### src/rtl/ewr_pkg.sv
package ewr_pkg;
   typedef enum logic [1:0] {
      ST_IDLE = 2'd0,
      ST_REQ  = 2'd1,
      ST_ADDR = 2'd2,
      ST_DATA = 2'd3
   } ewr_state_e;

   localparam int CMD_W     = 9;
   localparam int ID_BIT    = 8;   // 1: data identifier, 0: command
   localparam int LAST_BIT  = 7;   // last data cycle flag in identifier
   localparam logic [CMD_W-1:0] CMD_WRITE = 9'h080;
   localparam logic [CMD_W-1:0] DID_LAST  = 9'h180;
endpackage

### src/rtl/ewr_hold_regs.sv
module ewr_hold_regs #(
   parameter int AW    = 32,
   parameter int DW    = 64,
   parameter int BUS_W = 64
) (
   input  logic             clk,
   input  logic             rst_n,
   input  logic             load,
   input  logic [AW-1:0]    addr_i,
   input  logic [DW-1:0]    data_i,
   output logic [BUS_W-1:0] addr_bus_o,
   output logic [BUS_W-1:0] data_bus_o
);
   localparam int APAD = BUS_W - AW;
   localparam int DPAD = BUS_W - DW;

   logic [AW-1:0] addr_q;
   logic [DW-1:0] data_q;

   always_ff @(posedge clk or negedge rst_n) begin
      if (!rst_n) begin
         addr_q <= '0;
         data_q <= '0;
      end else if (load) begin
         addr_q <= addr_i;
         data_q <= data_i;
      end
   end

   generate
      if (APAD > 0) begin : g_apad
         assign addr_bus_o = {{APAD{1'b0}}, addr_q};
      end else begin : g_afull
         assign addr_bus_o = addr_q;
      end
      if (DPAD > 0) begin : g_dpad
         assign data_bus_o = {{DPAD{1'b0}}, data_q};
      end else begin : g_dfull
         assign data_bus_o = data_q;
      end
   endgenerate
endmodule

### src/rtl/ewr_seq_fsm.sv
module ewr_seq_fsm
   import ewr_pkg::*;
(
   input  logic       clk,
   input  logic       rst_n,
   input  logic       req_valid,
   input  logic       pmaster_n,
   output ewr_state_e state_o,
   output logic       accept_o
);
   ewr_state_e st_q, st_d;

   assign accept_o = (st_q == ST_IDLE) && req_valid;
   assign state_o  = st_q;

   always_comb begin
      st_d = st_q;
      unique case (st_q)
         ST_IDLE: if (req_valid) st_d = ST_REQ;
         ST_REQ:  if (pmaster_n) st_d = ST_ADDR;
         ST_ADDR: st_d = ST_DATA;
         ST_DATA: st_d = ST_IDLE;
         default: st_d = ST_IDLE;
      endcase
   end

   always_ff @(posedge clk or negedge rst_n) begin
      if (!rst_n) st_q <= ST_IDLE;
      else        st_q <= st_d;
   end
endmodule

### src/rtl/ewr_bus_drive.sv
module ewr_bus_drive
   import ewr_pkg::*;
#(
   parameter int BUS_W = 64
) (
   input  ewr_state_e        state_i,
   input  logic [BUS_W-1:0]  addr_bus_i,
   input  logic [BUS_W-1:0]  data_bus_i,
   output logic              ready_o,
   output logic              ereq_n_o,
   output logic              evalid_n_o,
   output logic [CMD_W-1:0]  cmd_o,
   output logic              cmd_oe_o,
   output logic [BUS_W-1:0]  ad_o,
   output logic              ad_oe_o
);
   logic phase_a, phase_d;

   assign phase_a    = (state_i == ST_ADDR);
   assign phase_d    = (state_i == ST_DATA);
   assign ready_o    = (state_i == ST_IDLE);
   assign ereq_n_o   = (state_i == ST_IDLE);
   assign evalid_n_o = !(phase_a || phase_d);
   assign cmd_oe_o   = phase_a || phase_d;
   assign ad_oe_o    = phase_a || phase_d;

   always_comb begin
      cmd_o = '0;
      ad_o  = '0;
      if (phase_a) begin
         cmd_o = CMD_WRITE;
         ad_o  = addr_bus_i;
      end else if (phase_d) begin
         cmd_o = DID_LAST;
         ad_o  = data_bus_i;
      end
   end
endmodule

### src/rtl/ewr_seq.sv
module ewr_seq
   import ewr_pkg::*;
#(
   parameter int AW    = 32,
   parameter int DW    = 64,
   parameter int BUS_W = 64
) (
   input  logic             clk,
   input  logic             rst_n,
   input  logic             loc_valid,
   output logic             loc_ready,
   input  logic [AW-1:0]    loc_addr,
   input  logic [DW-1:0]    loc_data,
   input  logic             pmaster_n,
   output logic             ereq_n,
   output logic             evalid_n,
   output logic [8:0]       cmd_o,
   output logic             cmd_oe,
   output logic [BUS_W-1:0] ad_o,
   output logic             ad_oe
);
   generate
      if (AW > BUS_W || AW < 1) begin : g_bad_aw
         $error("ewr_seq: AW must be 1..BUS_W");
      end
      if (DW > BUS_W || DW < 1) begin : g_bad_dw
         $error("ewr_seq: DW must be 1..BUS_W");
      end
   endgenerate

   ewr_state_e       state;
   logic             accept;
   logic [BUS_W-1:0] addr_bus, data_bus;

   ewr_seq_fsm i_fsm (
      .clk       (clk),
      .rst_n     (rst_n),
      .req_valid (loc_valid),
      .pmaster_n (pmaster_n),
      .state_o   (state),
      .accept_o  (accept)
   );

   ewr_hold_regs #(.AW(AW), .DW(DW), .BUS_W(BUS_W)) i_hold (
      .clk        (clk),
      .rst_n      (rst_n),
      .load       (accept),
      .addr_i     (loc_addr),
      .data_i     (loc_data),
      .addr_bus_o (addr_bus),
      .data_bus_o (data_bus)
   );

   ewr_bus_drive #(.BUS_W(BUS_W)) i_drv (
      .state_i    (state),
      .addr_bus_i (addr_bus),
      .data_bus_i (data_bus),
      .ready_o    (loc_ready),
      .ereq_n_o   (ereq_n),
      .evalid_n_o (evalid_n),
      .cmd_o      (cmd_o),
      .cmd_oe_o   (cmd_oe),
      .ad_o       (ad_o),
      .ad_oe_o    (ad_oe)
   );
endmodule

### config.mk
export PLATFORM = sky130hd
export DESIGN_NAME = ewr_seq
export DESIGN_NICKNAME = d
export VERILOG_FILES = /design/src/rtl/ewr_pkg.sv /design/src/rtl/ewr_hold_regs.sv /design/src/rtl/ewr_seq_fsm.sv /design/src/rtl/ewr_bus_drive.sv /design/src/rtl/ewr_seq.sv
export SDC_FILE = /design/constraint.sdc
export NUM_CORES = 1
export LEC_CHECK = 0
export BUFFER_PORTS_ARGS = -buffer_cell sky130_fd_sc_hd__clkbuf_2
export CAP_MARGIN = 20
export CORE_MARGIN = 8
export CORE_UTILIZATION = 38
export DETAILED_ROUTE_END_ITERATION = 6
export PLACE_DENSITY_LB_ADDON = 0.15
export RECOVER_POWER = 50
export SKIP_LAST_GASP = 1
export SLEW_MARGIN = 20
export SYNTH_ARGS = -nofsm -noshare
export SYNTH_HDL_FRONTEND = slang
export SYNTH_HIERARCHICAL = 1
export SYNTH_SLANG_ARGS = --single-unit
### constraint.sdc
create_clock -name clk -period 1.5 [get_ports clk]
set_input_delay 0.225 -clock clk [delete_from_list [all_inputs] [get_ports clk]]
set_output_delay 0.225 -clock clk [all_outputs]
set_load 0.1 [all_outputs]
## Word-level counts from Yosys, hierarchy flattened

Index checks and enable logic that the tools add are counted.

| word-level totals | value |
|---|---|
| register bits after elaboration | 98 |
| input bits | 100 |
| word-level logic and storage cells | 20 |

| operators by class | value |
|---|---|
| equality and inequality tests | 5 |
| mux-type cells | 7 |
| reduce and logical (&&, ||, !) cells | 5 |

Operators by type and width:

| operator | count |
|---|---|
| 2-to-1 mux 64 bit | 2 |
| 2-to-1 mux 9 bit | 2 |
| one-hot mux 2 bit (4 select lines) | 1 |
| == test 2 bit, second input constant | 2 |
| 2-to-1 mux 2 bit | 2 |
| inequality test 2 bit, second input constant | 2 |
| == test 2 x 1 -> 1 bit, second input constant | 1 |
| logical NOT 2 bit | 1 |
| AND reduction 2 bit | 1 |
| logical AND 1 bit | 1 |
| logical NOT 1 bit | 1 |
| logical OR 1 bit | 1 |

## Longest topological paths before layout

| depth | value |
|---|---|
| depth after elaboration | 3 |
| depth in mapped cells | 7 |

## Hierarchy

The synthesis kept the hierarchy.

Modules (own cells, without submodules):

| module | instances | cells each | area an instance (µm²) | sequential area each (µm²) |
|---|---|---|---|---|
| ewr_hold_regs | 1 | 236 | 4,008.8 | 2,402.3 |
| ewr_bus_drive | 1 | 158 | 1,134.8 | 0.0 |
| ewr_seq_fsm | 1 | 15 | 158.9 | 50.0 |

## Worst setup path before layout

OpenSTA, ideal clock, no wires.

| timing path | value |
|---|---|
| kind | register -> output |
| start point | reg i_fsm.st_q[0] (netlist: i_fsm/state_o[0]) |
| end point | out loc_ready |
| arrival | 2.570 ns |
| data required time | 1.275 ns |
| path slack | -1.295 ns |
| cell stages (with the launch flop) | 6 |
| path through | dfrtp_1 > buf_6 > buf_12 > buf_12 > nor2_1 > buf_4 |

| between the ends | value |
|---|---|
| word-level cells in the longest chain between the ends | 1 |

Ends and longest elaborated chain:

| item | line | RTL |
|---|---|---|
| from (decl) | ewr_seq_fsm.sv:11 | `ewr_state_e st_q, st_d;` |
| from (signal assigned) | ewr_seq_fsm.sv:29 | `else st_q <= st_d;` |
| logical NOT 2 bit | -- |  |
| to (decl) | ewr_seq.sv:11 | `output logic loc_ready,` |

Every way passes these cells.

## Worst setup path after layout

| timing path | value |
|---|---|
| start point | reg i_fsm.st_q[0] (netlist: i_fsm/state_o[0]) |
| end point | reg i_hold.addr_q[2] |

| between the ends | value |
|---|---|
| word-level cells in the longest chain between the ends | 2 |

Ends and longest elaborated chain:

| item | line | RTL |
|---|---|---|
| logical NOT 2 bit | ewr_seq_fsm.sv:13 | `assign accept_o = (st_q == ST_IDLE) && req_valid;` |
| logical AND 1 bit | ewr_seq_fsm.sv:13 |  |
| named net accept | ewr_seq.sv:32 | `logic accept;` |
| to (signal assigned) | ewr_hold_regs.sv:25 | `addr_q <= addr_i;` |
| to (decl) | ewr_hold_regs.sv:17 | `logic [AW-1:0] addr_q;` |

The timed path passes the listed nets, and every way through them passes these cells.
A chain may end at the register's enable or synchronous reset.

==> impl_summary.log <==
[metrics] total instance count after detailed placement: 748
[metrics] number of antenna violations at the first check in global routing: 0
[metrics] count of unique library cells instantiated by Yosys: 17
[metrics] part of the Yosys area used for sequential elements: 0.462
[metrics] clock transition at the registers of the reported paths: 0.07 ns
[metrics] Synth Warn #: 6
[metrics] timing startpoint of the critical path: i_fsm/state_o[0]
[metrics] floorplan die area: 18000 µm²
[metrics] residual overflow from global routing: 0
[metrics] TritonCTS Buffers: 9
[metrics] mean cell area of the mapped netlist: 13.0 µm²
[metrics] detailed-router iteration count before antenna repair: 4
[metrics] Final Critical Period: 1.90 ns
[metrics] total routing resource utilization after global routing: 0.177
[metrics] result of the run: complete, but fails checks
[metrics] number of placement rows: 43
[metrics] normalized max-slew margin: 0.510
[metrics] kind of capture point of the worst setup path: register
[metrics] wire length of the first global-routing pass: 24.7 mm
[metrics] final total negative setup slack: -54.14 ns
[metrics] transition time at the pin with the least slew margin: 0.734 ns
[metrics] Initial Utilization: 0.385
[metrics] ratio of cells with drive above 1 in the final layout: 0.761
[metrics] Setup WS post-layout: -0.403 ns
[metrics] RSZ-0062 raised after global routing: true
[metrics] minimum setup slack among reg-to-reg paths: -0.40 ns
[metrics] Synth Area in Compound Gates: 0.00236
[metrics] final hold violation count: 0
[metrics] DRC viols: 0
[metrics] leading post-synthesis cells by cell area: dfrtp_1 (46%), mux2i_1 (12%), mux2_2 (12%), mux2_4 (11%), buf_4 (6.2%)
[metrics] worst flop-to-flop path startpoint: i_fsm/state_o[0]
[metrics] Layout fillers: 954
[metrics] vertical die dimension: 134 µm
[metrics] via count of the first global-routing pass: 4300
[metrics] largest net degree at the start of global routing: 38
[metrics] GR Util met3: 0.0681
[metrics] Placeable Area: 13800 µm²
[metrics] post-synthesis cell type with the largest combined area: dfrtp_1
[metrics] Arr. time, crit path: 2.14 ns
[metrics] diode insertion count for antenna repair: 0
[metrics] number of nets at the end of the flow: 715
[metrics] count of state elements after synthesis: 98
[metrics] count of vias placed by the detailed router: 3709
[metrics] violated checks: setup timing
[metrics] initial drt markers: 128
[metrics] most crowded layer after global routing: met2
[metrics] routing usage on met1: 0.212
[metrics] TritonCTS clock tree: built
[metrics] post-detailed-route via-to-cell ratio: 4.66
[metrics] number of I/O pins: 178
[metrics] area used by multi-input combinational logic: 3470 µm²
[metrics] TritonCTS Sinks: 98
[metrics] count of buffers from port buffering: 170
[metrics] overall die width: 134 µm
[metrics] clock tree root driver cell: clkbuf_16
[metrics] number of levels the H-tree was split into: 3
[metrics] highest attainable clock frequency: 525 MHz
[metrics] netlist area before placement: 5300 µm²
[metrics] share of the synthesized area in the top cell type: 0.462
[metrics] buffers from clock root to sink, at most: 2
[metrics] Critical Setup Path Class: register to register
[metrics] crit share post-route: 1.27
[metrics] Clk Latency, worst-skew pair: 0.35 ns
[metrics] Layout Skew: 0.00582 ns
[metrics] detailed placement HPWL: 10.0 mm
[metrics] met2 global-route usage: 0.299
[metrics] capture point of the critical path: i_hold/addr_q[2]
[metrics] max-slew violations: 0
[metrics] cell count after synthesis: 409
[metrics] main combinational cell family by area after synthesis: multiplexers
[metrics] area share of fa/ha/maj cells after synthesis: 0.00944
[metrics] type of element launching the critical path: register
[metrics] reg-to-reg endpoint: i_hold/addr_q[2]
[metrics] XOR/XNOR share of the synthesized area: 0
[metrics] max-capacitance violation count: 0
[metrics] share of synthesized area spent on multiplexers: 0.357
[metrics] simple-gate share of the synthesized area: 0.0491
[metrics] Critical Path Fanout Max: 5
[metrics] type of the worst min-delay path: input pin to register
[metrics] Routability Congestion: 0.744
[metrics] routed len/inst: 20.1 µm
[metrics] data required time of the critical path: 1.74 ns
[metrics] area of all sequential standard cells: 2460 µm²
[metrics] endpoints failing setup: 166
[metrics] cell depth of the worst flop-to-flop path: 7
[metrics] Non-Filler Instances: 796
[metrics] number of nets with antenna violations after routing: 0
[metrics] post-detailed-routing wire length: 16.0 mm
[metrics] area growth from synthesis to layout: 79.1%
-- per-layer routing --
metal	up-vias	wire [µm]
met1	1854	6670
li1	1726	-
met2	122	8090
met5	-	0
met4	0	99
met3	7	1160
-- registers in the layout (all words and copies together), names as in the netlist --
name and cells:
i_hold/addr_q 32, i_hold/data_bus_o 64, i_fsm/state_o 2
-- critical path, stage by stage, from the launching register on --
cell and delay (ns):
dfrtp_4 0.51, buf_6 0.16, inv_4 0.08, ha_4 0.13, and2_4 0.20, buf_8 0.15, bufbuf_16 0.27, mux2_4 0.29
-- cell usage in the layout, fill, tap and decap left out, types with 16 or more instances in the layout --
cell	netlist	routed
clkbuf_2	0	101
dfrtp_1	98	97
buf_12	9	83
nor2_4	0	65
mux2_2	56	56
mux2i_4	0	42
mux2_4	40	40
conb_1	2	39
mux2i_2	0	21
clkbuf_16	0	16
-- cell families (layout without fill, tap and decap cells) --
group                      after synthesis  in the layout
other                                    2             39
and+or+nand+nor                         68             68
buffers and inverters                   74            244
AOI/OAI and AO/OA                        1              1
adders and majority gates                4              4
DFF                                     98             98
muxes                                  162            162
-- how the worst min path moves through the flow --
| stage | from | endpoint | slack, ns | depth (start not counted) |
|---|---|---|---|---|
| after floorplan | rst_n | i_fsm/state_o[0] | -0.07 | 0 |
| after global placement | rst_n | i_hold/data_bus_o[43] | 0.17 | 1 |
| after detailed placement | rst_n | i_hold/data_bus_o[43] | 0.17 | 1 |
| after CTS | loc_addr[12] | i_hold/addr_q[12] | 0.09 | 2 |
| after global routing | loc_addr[19] | i_hold/addr_q[19] | 0.09 | 2 |
| final | loc_addr[19] | i_hold/addr_q[19] | 0.10 | 2 |
-- cell type report --
class,instances,share of cell area
inverter,5,0.00501
sequential,98,0.259
tap,180,0.0237
timing repair buffer,223,0.313
multi-input combinational,274,0.366
clock inverter,7,0.0108
clock buffer,9,0.0237
-- repair_timing --
action                                  4_1_cts  5_1_grt
endpoints found under the setup margin      166      169
gates resized for setup                     105       50
buffers inserted                             12        1
hold endpoints to repair                     22        0
gates cloned                                 12        7
hold buffers                                  1        0
pin swaps                                     9       19
-- stage by stage --
step / setup WS [ns] / utilization / hold slack (ns) / instance area, µm²
floorplan: -0.301 / - / -0.0706 / 5980
global placement: -0.200 / 0.563 / 0.172 / 7750
detailed placement: -0.238 / 0.563 / 0.175 / 7750
CTS: -0.426 / 0.655 / 0.0910 / 9030
global route: -0.449 / 0.689 / 0.0864 / 9500
finish: -0.403 / 0.689 / 0.103 / 9500
-- cells in the mapped netlist --
| master | number |
|---|---|
| buf_12 | 9 |
| buf_2 | 9 |
| ha_1 | 4 |
| o22ai_2 | 1 |
| mux2i_1 | 65 |
| mux2_4 | 40 |
| inv_1 | 5 |
| buf_8 | 1 |
| nor2_1 | 66 |
| buf_4 | 44 |
| dfrtp_1 | 98 |
| clkbuf_1 | 4 |
| and2_1 | 2 |
| mux2_2 | 56 |
| conb_1 | 2 |
| mux2_1 | 1 |
| buf_6 | 2 |
Power is not shown: default switching activity piles up to over one toggle a cycle in this logic, so the estimate is an artifact.
